**src/rtl/keyed_wdt_pkg.sv**
```systemverilog
package keyed_wdt_pkg;

    localparam int KEY_W = 16;
    localparam int ADDR_W = 2;

    localparam logic [KEY_W-1:0] KEY_START   = 16'hCCCC;
    localparam logic [KEY_W-1:0] KEY_REFRESH = 16'hAAAA;
    localparam logic [KEY_W-1:0] KEY_OPEN    = 16'h5555;

    typedef enum logic [ADDR_W-1:0] {
        ADDR_KEY    = 2'd0,
        ADDR_DIV    = 2'd1,
        ADDR_RELOAD = 2'd2,
        ADDR_STATUS = 2'd3
    } reg_addr_e;

    typedef enum logic {
        RUN_IDLE  = 1'b0,
        RUN_COUNT = 1'b1
    } run_state_e;

    typedef enum logic {
        SYNC_IDLE = 1'b0,
        SYNC_BUSY = 1'b1
    } sync_state_e;

endpackage

```
**src/rtl/wdt_key_decode.sv**
```systemverilog
module wdt_key_decode
    import keyed_wdt_pkg::*;
(
    input  logic             clk,
    input  logic             rst_n,
    input  logic             key_wr,
    input  logic [KEY_W-1:0] key_data,
    output logic             start_req,
    output logic             refresh_req,
    output logic             cfg_open
);

    logic open_q;

    assign start_req   = key_wr && (key_data == KEY_START);
    assign refresh_req = key_wr && (key_data == KEY_REFRESH);
    assign cfg_open    = open_q;

    always_ff @(posedge clk or negedge rst_n) begin
        if (!rst_n) begin
            open_q <= 1'b0;
        end else if (key_wr) begin
            open_q <= (key_data == KEY_OPEN);
        end
    end

    AST_OTHER_KEY_CLOSES: assert property (@(posedge clk) disable iff (!rst_n)
        (key_wr && key_data != KEY_OPEN) |=> !cfg_open);
    AST_OPEN_KEY_OPENS: assert property (@(posedge clk) disable iff (!rst_n)
        (key_wr && key_data == KEY_OPEN) |=> cfg_open);

endmodule

```
**src/rtl/wdt_cfg_sync.sv**
```systemverilog
module wdt_cfg_sync
    import keyed_wdt_pkg::*;
#(
    parameter int             W          = 12,
    parameter logic [W-1:0]   RESET_VAL  = '0,
    parameter int             SYNC_TICKS = 3
) (
    input  logic         clk,
    input  logic         rst_n,
    input  logic         tick,
    input  logic         load_req,
    input  logic [W-1:0] load_data,
    output logic [W-1:0] staged,
    output logic [W-1:0] active,
    output logic         busy
);

    localparam int CW = $clog2(SYNC_TICKS + 1);
    localparam logic [CW-1:0] LAST = CW'(SYNC_TICKS - 1);

    sync_state_e   state_q, state_d;
    logic [CW-1:0] ticks_q;
    logic [W-1:0]  staged_q, active_q;
    logic          accept, finish;

    assign accept = load_req && (state_q == SYNC_IDLE);
    assign finish = (state_q == SYNC_BUSY) && tick && (ticks_q == LAST);

    always_comb begin
        state_d = state_q;
        unique case (state_q)
            SYNC_IDLE: if (accept) state_d = SYNC_BUSY;
            SYNC_BUSY: if (finish) state_d = SYNC_IDLE;
        endcase
    end

    always_ff @(posedge clk or negedge rst_n) begin
        if (!rst_n) state_q <= SYNC_IDLE;
        else        state_q <= state_d;
    end

    always_ff @(posedge clk or negedge rst_n) begin
        if (!rst_n) begin
            staged_q <= RESET_VAL;
            active_q <= RESET_VAL;
            ticks_q  <= '0;
        end else if (accept) begin
            staged_q <= load_data;
            ticks_q  <= '0;
        end else if (finish) begin
            active_q <= staged_q;
        end else if (state_q == SYNC_BUSY && tick) begin
            ticks_q <= ticks_q + 1'b1;
        end
    end

    assign staged = staged_q;
    assign active = active_q;
    assign busy   = (state_q == SYNC_BUSY);

    AST_BUSY_HOLDS_VALUE: assert property (@(posedge clk) disable iff (!rst_n)
        (busy && load_req) |=> $stable(staged));
    AST_BUSY_ENDS_ON_TICK: assert property (@(posedge clk) disable iff (!rst_n)
        $fell(busy) |-> $past(tick));
    AST_ACTIVE_ONLY_AT_END: assert property (@(posedge clk) disable iff (!rst_n)
        !busy |=> $stable(active));

endmodule

```
**src/rtl/wdt_counter.sv**
```systemverilog
module wdt_counter
    import keyed_wdt_pkg::*;
#(
    parameter int CNT_W = 12,
    parameter int SEL_W = 3
) (
    input  logic             clk,
    input  logic             rst_n,
    input  logic             tick,
    input  logic             start_req,
    input  logic             refresh_req,
    input  logic [SEL_W-1:0] div_sel,
    input  logic [CNT_W-1:0] reload,
    output logic             fire
);

    localparam int MAX_SHIFT = 6;
    localparam int PSC_W = 2 + MAX_SHIFT;

    run_state_e       state_q, state_d;
    logic [CNT_W-1:0] cnt_q;
    logic [PSC_W-1:0] psc_q, psc_limit;
    logic             fire_q, step;

    // divisor 4 << min(sel, 6), expressed as a terminal phase count
    always_comb begin
        if (div_sel >= SEL_W'(MAX_SHIFT)) psc_limit = '1;
        else psc_limit = PSC_W'((32'd4 << div_sel) - 32'd1);
    end

    assign step = tick && (psc_q >= psc_limit);

    always_comb begin
        state_d = state_q;
        unique case (state_q)
            RUN_IDLE:  if (start_req) state_d = RUN_COUNT;
            RUN_COUNT: state_d = RUN_COUNT;
        endcase
    end

    always_ff @(posedge clk or negedge rst_n) begin
        if (!rst_n) state_q <= RUN_IDLE;
        else        state_q <= state_d;
    end

    always_ff @(posedge clk or negedge rst_n) begin
        if (!rst_n) begin
            cnt_q  <= '1;
            psc_q  <= '0;
            fire_q <= 1'b0;
        end else begin
            fire_q <= 1'b0;
            unique case (state_q)
                RUN_IDLE: begin
                    cnt_q <= '1;
                    psc_q <= '0;
                end
                RUN_COUNT: begin
                    if (refresh_req) begin
                        cnt_q <= reload;
                        psc_q <= '0;
                    end else if (step) begin
                        psc_q <= '0;
                        if (cnt_q <= CNT_W'(1)) begin
                            cnt_q  <= reload;
                            fire_q <= 1'b1;
                        end else begin
                            cnt_q <= cnt_q - 1'b1;
                        end
                    end else if (tick) begin
                        psc_q <= psc_q + 1'b1;
                    end
                end
            endcase
        end
    end

    assign fire = fire_q;

    AST_NEVER_STOPS: assert property (@(posedge clk) disable iff (!rst_n)
        (state_q == RUN_COUNT) |=> (state_q == RUN_COUNT));
    AST_PULSE_ONE_CYCLE: assert property (@(posedge clk) disable iff (!rst_n)
        fire |=> !fire);
    AST_IDLE_SILENT: assert property (@(posedge clk) disable iff (!rst_n)
        (state_q == RUN_IDLE) |=> !fire);
    AST_REFRESH_BLOCKS_FIRE: assert property (@(posedge clk) disable iff (!rst_n)
        (state_q == RUN_COUNT && refresh_req) |=> !fire);

endmodule

```
**src/rtl/keyed_watchdog.sv**
```systemverilog
module keyed_watchdog
    import keyed_wdt_pkg::*;
#(
    parameter int CNT_W      = 12,
    parameter int SEL_W      = 3,
    parameter int SYNC_TICKS = 3
) (
    input  logic              clk,
    input  logic              rst_n,
    input  logic              tick,
    input  logic              wr_en,
    input  logic [ADDR_W-1:0] wr_addr,
    input  logic [KEY_W-1:0]  wr_data,
    input  logic [ADDR_W-1:0] rd_addr,
    output logic [KEY_W-1:0]  rd_data,
    output logic              wdt_rst
);

    logic             key_wr, start_req, refresh_req, cfg_open;
    logic             div_load, rel_load, div_busy, rel_busy;
    logic [SEL_W-1:0] div_staged, div_active;
    logic [CNT_W-1:0] rel_staged, rel_active;

    assign key_wr   = wr_en && (reg_addr_e'(wr_addr) == ADDR_KEY);
    assign div_load = wr_en && (reg_addr_e'(wr_addr) == ADDR_DIV) && cfg_open;
    assign rel_load = wr_en && (reg_addr_e'(wr_addr) == ADDR_RELOAD) && cfg_open;

    wdt_key_decode u_keys (
        .clk         (clk),
        .rst_n       (rst_n),
        .key_wr      (key_wr),
        .key_data    (wr_data),
        .start_req   (start_req),
        .refresh_req (refresh_req),
        .cfg_open    (cfg_open)
    );

    wdt_cfg_sync #(.W(SEL_W), .RESET_VAL('0), .SYNC_TICKS(SYNC_TICKS)) u_div_sync (
        .clk       (clk),
        .rst_n     (rst_n),
        .tick      (tick),
        .load_req  (div_load),
        .load_data (wr_data[SEL_W-1:0]),
        .staged    (div_staged),
        .active    (div_active),
        .busy      (div_busy)
    );

    wdt_cfg_sync #(.W(CNT_W), .RESET_VAL('1), .SYNC_TICKS(SYNC_TICKS)) u_rel_sync (
        .clk       (clk),
        .rst_n     (rst_n),
        .tick      (tick),
        .load_req  (rel_load),
        .load_data (wr_data[CNT_W-1:0]),
        .staged    (rel_staged),
        .active    (rel_active),
        .busy      (rel_busy)
    );

    wdt_counter #(.CNT_W(CNT_W), .SEL_W(SEL_W)) u_count (
        .clk         (clk),
        .rst_n       (rst_n),
        .tick        (tick),
        .start_req   (start_req),
        .refresh_req (refresh_req),
        .div_sel     (div_active),
        .reload      (rel_active),
        .fire        (wdt_rst)
    );

    always_comb begin
        rd_data = '0;
        unique case (reg_addr_e'(rd_addr))
            ADDR_KEY:    rd_data = '0;
            ADDR_DIV:    rd_data = KEY_W'(div_staged);
            ADDR_RELOAD: rd_data = KEY_W'(rel_staged);
            ADDR_STATUS: rd_data = KEY_W'({rel_busy, div_busy});
        endcase
    end

    AST_CLOSED_DIV_WRITE: assert property (@(posedge clk) disable iff (!rst_n)
        (wr_en && reg_addr_e'(wr_addr) == ADDR_DIV && !cfg_open) |=> $stable(div_staged));
    AST_CLOSED_REL_WRITE: assert property (@(posedge clk) disable iff (!rst_n)
        (wr_en && reg_addr_e'(wr_addr) == ADDR_RELOAD && !cfg_open) |=> $stable(rel_staged));
    AST_KEY_READS_ZERO: assert property (@(posedge clk) disable iff (!rst_n)
        (reg_addr_e'(rd_addr) == ADDR_KEY) |-> (rd_data == '0));

endmodule

```
**config.mk**
```make
export PLATFORM = sky130hd
export DESIGN_NAME = keyed_watchdog
export DESIGN_NICKNAME = d
export VERILOG_FILES = /design/src/rtl/keyed_wdt_pkg.sv /design/src/rtl/wdt_key_decode.sv /design/src/rtl/wdt_cfg_sync.sv /design/src/rtl/wdt_counter.sv /design/src/rtl/keyed_watchdog.sv
export SDC_FILE = /design/constraint.sdc
export NUM_CORES = 1
export LEC_CHECK = 0
export BUFFER_PORTS_ARGS = -buffer_cell sky130_fd_sc_hd__buf_2
export CAP_MARGIN = 10
export CORE_ASPECT_RATIO = 0.6
export CORE_MARGIN = 3
export CORE_UTILIZATION = 58
export CTS_CLUSTER_DIAMETER = 200
export DETAILED_ROUTE_END_ITERATION = 7
export GPL_TIMING_DRIVEN = 0
export PLACE_DENSITY_LB_ADDON = 0.25
export SLEW_MARGIN = 20
export SYNTH_ARGS = -nofsm -noshare
export SYNTH_HDL_FRONTEND = slang
export SYNTH_SLANG_ARGS = --single-unit
```
**constraint.sdc**
```tcl
create_clock -name clk -period 2.5 [get_ports clk]
set_input_delay 0.125 -clock clk [delete_from_list [all_inputs] [get_ports clk]]
set_output_delay 0.125 -clock clk [all_outputs]
set_load 0.01 [all_outputs]
```
Yosys cells after proc, flatten, opt, wreduce, memory -nomap -nowiden

Cells that the tools add are included.

Add/sub/neg operators: 5
$lt $le $gt $ge: 3
Equal/unequal tests: 14
Shifts and indexed selects: 1
Multiplexer cells: 28
Bitwise gates (word level): 5
Reductions and logical operators: 22

Operators with widths:

| operator              | count |
|---|---|
| $pmux 16 s4           | 1 |
| $mux 12               | 3 |
| $eq 16x16->1 const B  | 2 |
| $mux 8                | 4 |
| $pmux 12 s2           | 1 |
| $eq 16x15->1 const B  | 1 |
| $pmux 8 s2            | 1 |
| $logic_and 1x1->1     | 14 |
| $le 12x1->1 const B   | 1 |
| $mux 2                | 6 |
| $sub 12x1->12 const B | 1 |
| $eq 2x2->1 const B    | 5 |
| $mux 1                | 9 |
| $add 8x1->8 const B   | 1 |
| $ge 8x8->1            | 1 |
| $reduce_and 2->1      | 4 |
| $shl 3x3->8 const A   | 1 |
| $sub 8x1->8 const B   | 1 |
| $pmux 1 s2            | 3 |
| $not 1->1             | 5 |
| $add 2x1->2 const B   | 2 |
| $eq 2x1->1 const B    | 2 |
| $logic_not 2->1       | 2 |
| $ne 2x1->1 const B    | 2 |
| other kinds (4)       | 5 |

Bits in registers: 59
Input port bits: 24

Logic depth before layout (Yosys ltp)

Depth in word-level cells: 8
Gate-level depth with buffers: 9
Gate-level depth less buffers: 8

Cells and area by module

A second synthesis with hierarchy kept.

Cells, all modules: 301
Area total of the unflattened synthesis: 3359.5 um^2

By module, submodules not included:

| module                     | times used | cells an instance | area each (um^2) | seq. area each (um^2) |
|---|---|---|---|---|
| wdt_counter                | 1          | 166               | 1498.9           | 565.5 |
| wdt_cfg_sync at u_rel_sync | 1          | 65                | 1132.3           | 705.7 |
| wdt_cfg_sync at u_div_sync | 1          | 27                | 384.1            | 225.2 |
| keyed_watchdog             | 1          | 26                | 198.9            | 0.0 |
| wdt_key_decode             | 1          | 17                | 145.1            | 25.0 |

Worst setup path before layout

No wires, ideal clock.

Path kind: register to register
Start: reg u_div_sync.active_q[2], in the netlist u_div_sync.active[2]
End: reg u_count.cnt_q[4]
Setup time: 0.083 ns
Arrival: 2.169 ns
Required time: 2.417 ns
Setup slack: 0.247 ns
Stages on the path, launching flop included: 9
Path buffers: 0
Path through: dfrtp_1 nor3_1 ha_1 a21oi_1 a211oi_1 nor2_2 nor4b_1 mux2_2 a221o_1

Cells in the longest elaborated chain, start to end: 6
Elaborated cells between the ends (all ways): 7
Classes of those cells: add/sub: 1; order compare: 2; eq/ne: 1; shift: 1; mux: 1; reduce/logical: 1

RTL lines:

| element                         | line               | text |
|---|---|---|
| start: declaration              | wdt_cfg_sync.sv:23 | `logic [W-1:0] staged_q, active_q;` |
| start signal: assignment        | wdt_cfg_sync.sv:51 | `active_q <= staged_q;` |
| $shl 3x3->8                     | wdt_counter.sv:28  | `else psc_limit = PSC_W'((32'd4 << div_sel) - 32'd1);` |
| $sub 8x1->8                     | wdt_counter.sv:28  |  |
| $mux 8 (*)                      | wdt_counter.sv:27  | `if (div_sel >= SEL_W'(MAX_SHIFT)) psc_limit = '1;` |
| $ge 8x8->1 (*)                  | wdt_counter.sv:31  | `assign step = tick && (psc_q >= psc_limit);` |
| $logic_and 1x1->1 (*)           | wdt_counter.sv:31  |  |
| $ne 3x3->1 (no source line) (*) | -                  |  |
| end signal: assignment          | wdt_counter.sv:60  | `cnt_q <= reload;` |
| end signal: assignment          | wdt_counter.sv:65  | `cnt_q <= reload;` |
| end signal: assignment          | wdt_counter.sv:68  | `cnt_q <= cnt_q - 1'b1;` |
| end: declaration                | wdt_counter.sv:21  | `logic [CNT_W-1:0] cnt_q;` |

Mark *: on every way between the ends. The rest lies on a longest branch, timed or not.
A chain may end at the register's enable or synchronous reset.

Final worst setup path

Same ends and word-level chain as after synthesis.

==> impl_metrics.py <==
metrics = {
    "clock_tree": {
        "cts_sinks": 59,
        "cts_buffers": 9,
        "cts_tree": "built",
        "cts_buffer_depth": 2,
        "clk_pin_slew_ns": 0.07,
        "htreeDepth": 3,
        "cts_root_buffer": "clkbuf_8",
        "clock_latency_ns": 0.35,
    },
    "floorplan": {
        "rows": 20,
        "io_pins": 41,
        "dieArea_mm2": 0.006662,
        "dieHeight_um": 64.44,
        "coreArea_mm2": 0.005280,
        "initial_core_util_pct": 62.51,
        "die_x_um": 103.4,
    },
    "timing": {
        "timing.final.crit_period_ns": 2.381,
        "setup_violations": 0,
        "worst_pin_slew_ns": 0.7105,
        "fin_worst_skew_ns": 0.007667,
        "finalCritPeriodShare_pct": 95.24,
        "timing.hold.ws_ns": 0.03523,
        "hold_viol": 0,
        "slew_viol_final": 0,
        "fmax_mhz": 420.0,
        "relSlewSlack_pct": 52.63,
    },
    "power": {
        "power.density_mw_per_mm2": 708.4,
        "peakVddDrop_uv": 434.0,
        "leakage_uw": 0.001765,
    },
    "synth": {
        "avgSynthCellArea_um2": 10.72,
        "ys_async_sr_fraction_pct": 100.0,
        "synthFlopType": "dfstp_2",
        "ys_types": 56,
        "synth-xor-area-share_pct": 1.857,
        "synth-seq-area-share_pct": 46.10,
        "synth-simple-area-share_pct": 21.57,
        "yosysMostFrequentCell": "dfstp_2",
        "synth_compound_area_share_pct": 10.35,
        "yosys.area_share.adder_pct": 4.170,
        "synth_common_cells": "dfstp_2, mux2_2, nand2_1, dfrtp_1, a21oi_1",
        "synthMuxAreaShare_pct": 11.90,
        "synth_top_area_share_pct": 28.66,
        "yosysWarningCount": 0,
        "synth_area_mm2": 0.003301,
        "synth_edf_count": 0,
        "synth_area_leaders": "dfstp_2, dfrtp_1, mux2_2",
        "syn_inst": 308,
        "synth_top_family_by_area": "simple AND/OR/NAND/NOR gates",
        "ys_ff_latch": 59,
        "synth_top_cell_by_area": "dfstp_2",
    },
    "final_layout": {
        "diodes": 0,
        "drive_above_1_share_pct": 41.30,
        "fin_area_mm2": 0.003871,
        "fillCellCount": 360,
        "syn_to_final_growth_pct": 17.29,
        "nNetsFinal": 398,
    },
    "global_route": {
        "grtUsageTotal_pct": 24.87,
        "gr-total-overflow": 0,
        "antenna_found_initial": 0,
        "grt_pass1_vias": 2429,
        "grt_max_degree": 60,
        "grt_pass1_wl_um": 12320,
    },
    "placement": {
        "port_buffers": 36,
        "hpwl_um": 5471,
        "gp_congestion": 0.8568,
        "placed_area_mm2": 0.003597,
    },
    "worst_setup_path": {
        "rr_worst_depth": 8,
        "path_max_fanout": 10,
        "cp-startpoint": "u_div_sync.active[2]",
        "path_class": "flip-flop to flip-flop",
        "rrSetupSlack_ns": 0.12,
        "worstPathArrival_ns": 2.67,
        "r2r-start": "u_div_sync.active[2]",
        "start_kind": "flip-flop",
        "required_ns": 2.78,
        "worstSetupEndpointType": "flip-flop",
        "crit_end": "u_count.cnt_q[4]",
        "timing.rr.end": "u_count.cnt_q[4]",
    },
    "status": {
        "status": "finished, final reports clean",
    },
    "job": {
        "maxCapViolations": 0,
    },
    "detailed_routing": {
        "viasPerCell": 5.816,
        "vias": 2588,
        "drt-wirelength-per-cell_um": 16.98,
        "drc": 0,
        "firstDrtPassIters": 4,
        "dr.first_iter.drc_count": 166,
        "finalWirelength_um": 7558,
        "antenna_left": 0,
    },
    "hold_path": {
        "hp-class": "input port to flip-flop",
    },
}
[cell families (layout without fill, tap and decap cells)]
| family | count (synthesis) | after routing |
|---|---|---|
| flops | 59 | 59 |
| mux | 35 | 35 |
| simple gates | 115 | 115 |
| fa+ha+maj | 11 | 11 |
| compound gates | 56 | 56 |
| xor+xnor | 7 | 7 |
| other cells | 1 | 4 |
| buf+inv | 24 | 81 |
[power breakdown]
| group | switching (uW) | internal, uW | total, uW | leakage [uW] |
|---|---|---|---|---|
| clock | 388 | 482 | 870 | 0.0000991 |
| sequential | 163 | 1100 | 1260 | 0.000684 |
| combinational | 342 | 267 | 609 | 0.000982 |
[final cells by class]
cell class,instances,area [um^2],share of cell area [%]
clock inverter,5,52.55,1.357
multi-input combinational,228,1703,43.99
timing repair buffer,41,222.7,5.753
sequential,59,1523,39.33
buffer,13,91.34,2.359
clock buffer,11,141.4,3.652
inverter,11,41.29,1.067
tap,77,96.34,2.489
[cells in the final DEF (no fill, tap or decap), types with 3 or more instances in the layout]
master / Yosys / layout
or4_1: 4 / 4
dfrtp_1: 23 / 22
buf_6: 3 / 3
nand4_1: 11 / 11
dfstp_2: 36 / 36
a221o_1: 4 / 4
clkinv_2: 0 / 3
clkbuf_8: 0 / 10
mux2_2: 34 / 34
xor2_1: 5 / 5
o21ai_0: 15 / 15
nand3_1: 11 / 11
nor3_1: 5 / 4
buf_4: 4 / 10
nand2_1: 28 / 28
ha_1: 11 / 11
nor2_1: 15 / 15
inv_1: 10 / 10
clkbuf_1: 3 / 4
and2_1: 10 / 10
nor4bb_1: 4 / 4
conb_1: 1 / 4
nand3b_1: 3 / 3
a21oi_1: 21 / 21
buf_2: 2 / 36
[timing repair]
action,in CTS,in global routing
setup endpoints to repair,2,10
hold buffers,1,0
gates resized for setup,3,6
hold endpoints to repair,23,0
buffers inserted,0,4
[state kept, by name, summed over array words and instances (netlist names)]
name / cells
u_rel_sync.busy: 1
u_rel_sync.staged: 12
u_count.psc_q: 8
u_div_sync.staged: 3
u_rel_sync.ticks_q: 2
u_div_sync.active: 3
u_div_sync.busy: 1
u_count.fire: 1
u_div_sync.ticks_q: 2
u_count.state_q: 1
u_keys.cfg_open: 1
u_rel_sync.active: 12
u_count.cnt_q: 12
[layer usage]
layer,part of all wire [%],GRT usage (%)
met3,8.6,8.495
met2,43,33.17
met5,0,0
met1,46,36.77
met4,2.1,9.693
[critical path: stages, from the launching register on]
cell and delay [ns]:
dfrtp_2 0.46, nor3_2 0.22, ha_1 0.17, a21oi_1 0.08, a211oi_2 0.35, nor2_4 0.15, nor4b_2 0.24, mux2_2 0.36
a221o_1 0.29
[per-stage QoR]
stage	util [%]	setup WS, ns	TNS, ns	std cells	total power [uW]
after global routing	73.32	-0.01288	-0.01403	445	2889
after detailed placement	68.13	-0.08577	-0.1172	424	1812
final	73.32	0.1191	0	445	2742
after global placement	67.96	-0.01362	-0.01362	424	1796
after CTS	72.30	0.01286	0	441	2706
after floorplan	-	0.2472	0	311	1638
[worst min path at each step]
stage	start	cells after the start	endpoint	slack, ns
after global routing	wr_data[11]	2	u_rel_sync.staged[11]	0.04
after global placement	wr_data[4]	2	u_rel_sync.staged[4]	0.39
after CTS	wr_data[4]	2	u_rel_sync.staged[4]	0.02
after detailed placement	rst_n	1	u_count.psc_q[4]	0.23
final	wr_data[4]	2	u_rel_sync.staged[4]	0.04
after floorplan	rst_n	0	u_count.fire	-0.17
Power figures use the tool's default switching activity.
